## src/rtl/atm_pkg.sv

```systemverilog
package atm_pkg;
    typedef enum logic [3:0] {
        ST_PIN, ST_MENU, ST_BAL, ST_WDR, ST_DEP, ST_CHK,
        ST_NEWPIN, ST_HOLD, ST_RESULT, ST_ERR
    } atm_state_e;

    localparam logic [3:0] CODE_BADAMT  = 4'd1;
    localparam logic [3:0] CODE_NOFUNDS = 4'd2;
    localparam logic [3:0] CODE_CAP     = 4'd3;
    localparam logic [3:0] CODE_SAMEPIN = 4'd4;
    localparam logic [3:0] CODE_BADPIN  = 4'd5;
endpackage

```

## src/rtl/atm_bcd.sv

```systemverilog
module atm_bcd #(
    parameter int unsigned BIN_W  = 14,
    parameter int unsigned DIGITS = 4
) (
    input  logic [BIN_W-1:0]    bin,
    output logic [4*DIGITS-1:0] bcd
);
    localparam int unsigned SH_W = 4*DIGITS + BIN_W;

    always_comb begin
        logic [SH_W-1:0] sh_d;
        sh_d = {{(4*DIGITS){1'b0}}, bin};
        for (int i = 0; i < BIN_W; i++) begin
            for (int d = 0; d < DIGITS; d++) begin
                if (sh_d[BIN_W + 4*d +: 4] >= 4'd5)
                    sh_d[BIN_W + 4*d +: 4] = sh_d[BIN_W + 4*d +: 4] + 4'd3;
            end
            sh_d = sh_d << 1;
        end
        bcd = sh_d[BIN_W +: 4*DIGITS];
    end
endmodule

```

## src/rtl/atm_hold_timer.sv

```systemverilog
module atm_hold_timer #(
    parameter int unsigned HOLD_CYCLES   = 500_000_000,
    parameter int unsigned TOGGLE_CYCLES = 50_000_000
) (
    input  logic clk,
    input  logic rst,
    input  logic run,
    output logic done,
    output logic lit
);
    localparam int unsigned HW = (HOLD_CYCLES > 1) ? $clog2(HOLD_CYCLES) : 1;
    localparam int unsigned TW = (TOGGLE_CYCLES > 1) ? $clog2(TOGGLE_CYCLES) : 1;

    typedef struct packed {
        logic [HW-1:0] cnt;
        logic [TW-1:0] tog;
        logic          ph;
    } tmr_t;

    tmr_t tmr_q, tmr_d;

    always_comb begin
        tmr_d = tmr_q;
        if (!run) begin
            tmr_d = '0;
        end else begin
            tmr_d.cnt = tmr_q.cnt + 1'b1;
            if (tmr_q.tog == TW'(TOGGLE_CYCLES - 1)) begin
                tmr_d.tog = '0;
                tmr_d.ph  = ~tmr_q.ph;
            end else begin
                tmr_d.tog = tmr_q.tog + 1'b1;
            end
        end
        done = run && (tmr_q.cnt == HW'(HOLD_CYCLES - 1));
        lit  = run && !tmr_q.ph;
    end

    always_ff @(posedge clk) begin
        if (rst) tmr_q <= '0;
        else     tmr_q <= tmr_d;
    end
endmodule

```

## src/rtl/atm_ctrl.sv

```systemverilog
module atm_ctrl
    import atm_pkg::*;
#(
    parameter int unsigned HOLD_CYCLES   = 500_000_000,
    parameter int unsigned TOGGLE_CYCLES = 50_000_000,
    parameter int unsigned BAL_W         = 12,
    parameter int unsigned AMT_W         = 14,
    parameter int unsigned DIGITS        = 4,
    parameter int unsigned BAL_MAX       = 1500,
    parameter int unsigned WDR_MAX       = 500,
    parameter int unsigned WDR_STEP      = 20,
    parameter int unsigned AMT_LIM       = 9999,
    parameter int unsigned DEN_UP        = 10,
    parameter int unsigned DEN_RIGHT     = 20,
    parameter int unsigned DEN_DOWN      = 50,
    parameter int unsigned DEN_LEFT      = 100,
    parameter logic [7:0]  PIN_INIT      = 8'h5A
) (
    input  logic                  clk,
    input  logic                  rst,
    input  logic [7:0]            sw,
    input  logic                  btn_up,
    input  logic                  btn_down,
    input  logic                  btn_left,
    input  logic                  btn_right,
    input  logic                  btn_enter,
    output logic [4*DIGITS-1:0]   digits,
    output logic                  blink,
    output logic                  err
);
    localparam int unsigned DW    = 4*DIGITS;
    localparam int unsigned SUM_W = AMT_W + 1;
    localparam logic [SUM_W-1:0] LIM_S  = SUM_W'(AMT_LIM);
    localparam logic [SUM_W-1:0] CAP_S  = SUM_W'(BAL_MAX);
    localparam logic [SUM_W-1:0] WMAX_S = SUM_W'(WDR_MAX);
    localparam logic [2:0]       SEL_LAST = 3'd4;

    typedef struct packed {
        atm_state_e       state;
        logic [2:0]       sel;
        logic [AMT_W-1:0] amt;
        logic [BAL_W-1:0] bal;
        logic [7:0]       pin;
        logic [3:0]       code;
        logic             to_pin;
    } regs_t;

    regs_t cur_q, nxt_d;

    logic             hold_done, hold_lit;
    logic             den_hit;
    logic [SUM_W-1:0] den_val, amt_ext, bal_ext, amt_sum, dep_sum, chk_val, chk_sum;
    logic             wdr_bad, nib_bad;
    logic             show_raw;
    logic [DW-1:0]    raw_val, bcd_val;
    logic [AMT_W-1:0] num_val;

    atm_hold_timer #(
        .HOLD_CYCLES  (HOLD_CYCLES),
        .TOGGLE_CYCLES(TOGGLE_CYCLES)
    ) u_hold (
        .clk (clk),
        .rst (rst),
        .run (cur_q.state == ST_HOLD),
        .done(hold_done),
        .lit (hold_lit)
    );

    atm_bcd #(
        .BIN_W (AMT_W),
        .DIGITS(DIGITS)
    ) u_bcd (
        .bin(num_val),
        .bcd(bcd_val)
    );

    // Arithmetic shared by the service states
    always_comb begin
        den_hit = btn_up | btn_right | btn_down | btn_left;
        if (btn_up)         den_val = SUM_W'(DEN_UP);
        else if (btn_right) den_val = SUM_W'(DEN_RIGHT);
        else if (btn_down)  den_val = SUM_W'(DEN_DOWN);
        else                den_val = SUM_W'(DEN_LEFT);
        amt_ext = SUM_W'(cur_q.amt);
        bal_ext = SUM_W'(cur_q.bal);
        amt_sum = amt_ext + den_val;
        dep_sum = bal_ext + amt_ext;
        wdr_bad = ((amt_ext % SUM_W'(WDR_STEP)) != '0) || (amt_ext > WMAX_S);
        nib_bad = (sw[7:4] > 4'd9) || (sw[3:0] > 4'd9);
        chk_val = SUM_W'(sw[7:4]) * SUM_W'(10) + SUM_W'(sw[3:0]);
        chk_sum = bal_ext + chk_val;
    end

    // Next-state logic
    always_comb begin
        nxt_d = cur_q;
        unique case (cur_q.state)
            ST_PIN: begin
                if (btn_enter) begin
                    if (sw == cur_q.pin) begin
                        nxt_d.state = ST_MENU;
                        nxt_d.sel   = '0;
                    end else begin
                        nxt_d.state  = ST_ERR;
                        nxt_d.code   = CODE_BADPIN;
                        nxt_d.to_pin = 1'b1;
                    end
                end
            end
            ST_MENU: begin
                if (btn_enter) begin
                    nxt_d.amt = '0;
                    case (cur_q.sel)
                        3'd0:    nxt_d.state = ST_BAL;
                        3'd1:    nxt_d.state = ST_WDR;
                        3'd2:    nxt_d.state = ST_DEP;
                        3'd3:    nxt_d.state = ST_CHK;
                        default: nxt_d.state = ST_NEWPIN;
                    endcase
                end else if (btn_up || btn_right) begin
                    nxt_d.sel = (cur_q.sel == SEL_LAST) ? 3'd0 : cur_q.sel + 3'd1;
                end else if (btn_down || btn_left) begin
                    nxt_d.sel = (cur_q.sel == 3'd0) ? SEL_LAST : cur_q.sel - 3'd1;
                end
            end
            ST_BAL, ST_RESULT: begin
                if (btn_enter) nxt_d.state = ST_MENU;
            end
            ST_WDR: begin
                if (btn_enter) begin
                    if (wdr_bad) begin
                        nxt_d.state  = ST_ERR;
                        nxt_d.code   = CODE_BADAMT;
                        nxt_d.to_pin = 1'b0;
                        nxt_d.amt    = '0;
                    end else if (amt_ext > bal_ext) begin
                        nxt_d.state  = ST_ERR;
                        nxt_d.code   = CODE_NOFUNDS;
                        nxt_d.to_pin = 1'b0;
                        nxt_d.amt    = '0;
                    end else begin
                        nxt_d.bal   = BAL_W'(bal_ext - amt_ext);
                        nxt_d.state = ST_HOLD;
                    end
                end else if (den_hit && (amt_sum <= LIM_S)) begin
                    nxt_d.amt = AMT_W'(amt_sum);
                end
            end
            ST_DEP: begin
                if (btn_enter) begin
                    if (dep_sum > CAP_S) begin
                        nxt_d.state  = ST_ERR;
                        nxt_d.code   = CODE_CAP;
                        nxt_d.to_pin = 1'b0;
                        nxt_d.amt    = '0;
                    end else begin
                        nxt_d.bal   = BAL_W'(dep_sum);
                        nxt_d.state = ST_HOLD;
                    end
                end else if (den_hit && (amt_sum <= LIM_S)) begin
                    nxt_d.amt = AMT_W'(amt_sum);
                end
            end
            ST_CHK: begin
                if (btn_enter) begin
                    if (nib_bad || (chk_sum > CAP_S)) begin
                        nxt_d.state  = ST_ERR;
                        nxt_d.code   = nib_bad ? CODE_BADAMT : CODE_CAP;
                        nxt_d.to_pin = 1'b0;
                        nxt_d.amt    = '0;
                    end else begin
                        nxt_d.bal   = BAL_W'(chk_sum);
                        nxt_d.amt   = AMT_W'(chk_val);
                        nxt_d.state = ST_HOLD;
                    end
                end
            end
            ST_NEWPIN: begin
                if (btn_enter) begin
                    if (sw == cur_q.pin) begin
                        nxt_d.state  = ST_ERR;
                        nxt_d.code   = CODE_SAMEPIN;
                        nxt_d.to_pin = 1'b0;
                    end else begin
                        nxt_d.pin   = sw;
                        nxt_d.state = ST_MENU;
                    end
                end
            end
            ST_HOLD: begin
                if (hold_done) nxt_d.state = ST_RESULT;
            end
            ST_ERR: begin
                if (btn_enter) begin
                    nxt_d.state = cur_q.to_pin ? ST_PIN : ST_MENU;
                    if (cur_q.to_pin) nxt_d.sel = '0;
                end
            end
            default: nxt_d.state = ST_PIN;
        endcase
    end

    // Display selection
    always_comb begin
        show_raw = 1'b1;
        raw_val  = DW'(sw);
        num_val  = cur_q.amt;
        case (cur_q.state)
            ST_MENU: raw_val = DW'(cur_q.sel) + DW'(1);
            ST_ERR: begin
                raw_val = DW'(cur_q.code);
                raw_val[DW-1 -: 4] = 4'hE;
            end
            ST_BAL, ST_RESULT: begin
                show_raw = 1'b0;
                num_val  = AMT_W'(cur_q.bal);
            end
            ST_WDR, ST_DEP, ST_HOLD: show_raw = 1'b0;
            default: ;
        endcase
        digits = show_raw ? raw_val : bcd_val;
        blink  = hold_lit;
        err    = (cur_q.state == ST_ERR);
    end

    always_ff @(posedge clk) begin
        if (rst) begin
            cur_q       <= '0;
            cur_q.state <= ST_PIN;
            cur_q.pin   <= PIN_INIT;
        end else begin
            cur_q <= nxt_d;
        end
    end
endmodule

```

## config.mk

```make
export PLATFORM = sky130hd
export DESIGN_NAME = atm_ctrl
export DESIGN_NICKNAME = d
export VERILOG_FILES = /design/src/rtl/atm_pkg.sv /design/src/rtl/atm_bcd.sv /design/src/rtl/atm_hold_timer.sv /design/src/rtl/atm_ctrl.sv
export SDC_FILE = /design/constraint.sdc
export NUM_CORES = 1
export LEC_CHECK = 0
export BUFFER_PORTS_ARGS = -buffer_cell sky130_fd_sc_hd__clkbuf_2
export CAP_MARGIN = 10
export CORE_ASPECT_RATIO = 1.4
export CORE_MARGIN = 1.5
export CORE_UTILIZATION = 59
export DETAILED_ROUTE_END_ITERATION = 6
export GPL_TIMING_DRIVEN = 0
export PLACE_DENSITY = 0.9
export SLEW_MARGIN = 20
export SYNTH_ARGS = -nofsm -noshare
export SYNTH_HDL_FRONTEND = slang
export SYNTH_SLANG_ARGS = --single-unit
```

## constraint.sdc

```tcl
create_clock -name clk -period 16.5 [get_ports clk]
set_clock_uncertainty 0.05 [all_clocks]
set_input_delay 3.3 -clock clk [delete_from_list [all_inputs] [get_ports clk]]
set_output_delay 3.3 -clock clk [all_outputs]
set_load 0.01 [all_outputs]
```

==> flow_metrics.py <==
metrics = {
    "timing": {
        "post-route-period-util": 0.9866,
        "drv_slew": 0,
        "tightest_slew_ns": 1.049,
        "timing.final.crit_period_ns": 16.28,
        "setup_viol": 0,
        "timing.final.ws_setup_ns": 0.2209,
        "hold_viol_final": 0,
        "fmax_mhz": 61.43,
        "relSlewSlack": 0.3007,
    },
    "power": {
        "powerDensity_nw_per_um2": 152.5,
        "irDropWorstVdd_uv": 424.6,
        "leakage_uw": 0.005670,
    },
    "clock_tree": {
        "clkLatencyLatePin_ns": 0.36,
        "cts_sinks": 101,
        "htreeDepth": 3,
        "cts_tree": "built",
        "numCtsBuffers": 9,
        "clock_path_buffers": 2,
        "clockRootBuffer": "clkbuf_16",
        "clkTransAtPathRegs_ns": 0.07,
    },
    "setup_path": {
        "end_kind": "output port",
        "worstPathMaxFanout": 10,
        "reg2reg_to": "bal_ext[8]",
        "critical_path_depth": 67,
        "critPathBufInv": 10,
        "cp.arrival_ns": 12.93,
        "rr_worst_depth": 21,
        "required_ns": 13.15,
        "timing.rr.start": "amt_ext[13]",
        "cpPeakStageDelay_ns": 0.57,
        "cp-start-kind": "flop",
        "critPathMostFrequentCell": "ha_1",
        "cp_top_family": "simple AND/OR/NAND/NOR gates",
        "r2r_slack_ns": 10.09,
        "path_class": "flop to output port",
        "crit_slowest_cell": "or4_1",
    },
    "drt": {
        "route.detailed.drc": 0,
        "vias": 13384,
        "wl_per_cell_um": 19.33,
        "wl_um": 38460,
        "drt_iter0_drc": 1233,
        "antenna_left": 0,
        "viasPerCell": 6.726,
        "dr.pass1.iters": 6,
    },
    "die": {
        "start_util": 0.6004,
        "die-height_um": 173.8,
        "io_pins": 33,
        "core_area_um2": 20480,
        "core.rowCount": 62,
        "die_area_um2": 21730,
        "die_w_um": 125.0,
    },
    "synthesis": {
        "avgSynthCellArea_um2": 7.484,
        "synth_top_cell_area_share": 0.1644,
        "syn_inst": 1643,
        "yosysMostFrequentCell": "nor2_1",
        "synth_top_area_cell": "dfxtp_1",
        "synth_edf_count": 0,
        "yosys_warnings": 0,
        "synthTopCellsByArea": "dfxtp_1, ha_1, nor2_1",
        "synth_common_cells": "nor2_1, ha_1, a21oi_1, nand2_1, inv_1",
        "syn_nets": 1785,
        "synth-seq-cells": 101,
        "ys_seq_area_frac": 0.1644,
        "async_flop_share": 0,
        "syn_area_um2": 12300,
        "synthFlopType": "dfxtp_1",
        "post_synth_num_cell_types": 106,
    },
    "status": {
        "status": "finished clean",
    },
    "global_routing": {
        "grt_max_degree": 19,
        "grt_antenna_before_repair": 0,
        "grt_pass1_wl_um": 58880,
        "grt_util_all_layers": 0.3231,
        "grt_pass1_vias": 12787,
        "overflow": 0,
    },
    "place": {
        "place.detailed.hpwl_um": 27260,
        "numPlacedInstances": 1931,
        "dp_slack_ns": -2.179,
        "gp_congestion": 0.9972,
        "portBuffers": 32,
    },
    "finish": {
        "drive_gt1_frac": 0.1471,
        "syn_to_final_growth_pct": 14.09,
        "final-instance-count-excl-fill": 1990,
        "antennaDiodeCount": 0,
        "nets": 1871,
    },
    "worst_hold_path": {
        "hold_class": "flop to flop",
        "hp-start": "u_hold.tmr_q[1]",
        "holdPathStages": 1,
        "worstHoldEndpoint": "u_hold.tmr_q[1]",
    },
    "run": {
        "maxCapViolCount": 0,
    },
}
==> metal layers <==
layer | GRT usage | up-vias | routed length, um
met4 | 0.2188 | 0 | 2797
met1 | 0.3352 | 6246 | 13480
met2 | 0.5972 | 689 | 19430
li1 | - | 6196 | -
met5 | 0 | - | 0
met3 | 0.04414 | 253 | 2754
==> worst register-to-register path, cell delays in order (launching register included) <==
cell and delay (ns):
dfxtp_1 0.50, buf_2 0.30, buf_2 0.25, nor3b_1 0.42
a22oi_1 0.19, a31o_2 0.28, a21oi_1 0.31, or2_1 0.15
clkbuf_1 0.27, nor3_1 0.12, nor4_1 0.86, nand3_1 0.14
o311ai_0 0.33, o31ai_1 0.13, a211o_1 0.43, nor3_1 0.19
o21ai_0 0.13, or3b_1 0.37, clkbuf_1 0.21, buf_2 0.27
a221oi_1 0.29, a211oi_1 0.08
==> report_power, final <==
part           internal (uW)  total, uW  leakage (uW)  switching, uW
logic                    671       1660       0.00471            985
registers                252        268      0.000818           15.7
clock network            109        215      0.000140            106
total                   1030       2140       0.00567           1110
==> registers in the layout (all words and copies together) (netlist names) <==
register	cells
cur_q	19
u_hold.tmr_q	56
bal_ext	12
amt_ext	14
==> repair_timing <==
item                                    4_1_cts  5_1_grt
setup buffers                                20       23
hold buffers                                  0        0
pin swaps                                    14       28
endpoints found under the setup margin       15       15
gates resized for setup                      69       79
==> stage by stage <==
| stage | utilization | hold WS (ns) | total power, uW | area [um^2] | setup TNS [ns] |
|---|---|---|---|---|---|
| floorplan | - | 0.3798 | 1387 | 12300 | 0 |
| global placement | 0.6239 | 0.3942 | 1631 | 12780 | -19.18 |
| detailed placement | 0.6241 | 0.4116 | 1689 | 12780 | -25.92 |
| CTS | 0.6601 | 0.4276 | 1959 | 13520 | 0 |
| global route | 0.6851 | 0.4473 | 2287 | 14030 | -1.004 |
| finish | 0.6851 | 0.4251 | 2139 | 14030 | 0 |
==> layout make-up <==
cell class	instances	area, um^2
Multi-Input combinational cell	1364	10160
Fill cell	1600	6450
Sequential cell	101	2026
Timing Repair Buffer	75	483.0
Inverter	109	409.1
Buffer	69	337.8
Tap cell	256	320.3
Clock buffer	10	239.0
Clock inverter	6	51.30
==> placed cells by master, fill, tap and decap left out, types with 37 or more instances in the layout <==
cell / netlist / routed
clkbuf_1: 56 / 50
dfxtp_1: 101 / 100
nand2_1: 107 / 105
ha_1: 121 / 107
xor2_1: 52 / 51
o21ai_0: 72 / 68
a21oi_1: 112 / 106
inv_1: 104 / 104
nand3_1: 54 / 54
buf_4: 1 / 44
xnor2_1: 44 / 37
nor2_1: 175 / 168
==> kinds of logic (layout without fill, tap and decap cells) <==
logic type,Yosys count,after routing,synth area share
fa+ha+maj,128,128,0.1337
buf+inv,178,269,0.05617
compound gates,483,483,0.2772
simple gates,599,599,0.2467
xor+xnor,99,99,0.07285
mux,55,55,0.04894
flops,101,101,0.1644
==> worst max-delay path by stage <==
stage                   start        end  slack, ns
floorplan           cur_q[42]  digits[9]       0.25
global placement    cur_q[42]  digits[9]      -1.73
detailed placement  cur_q[42]  digits[9]      -2.18
CTS                 cur_q[45]  digits[9]       0.01
global route        cur_q[42]  digits[9]      -0.19
finish              cur_q[42]  digits[9]       0.22
(Power assumes the default switching activity.)
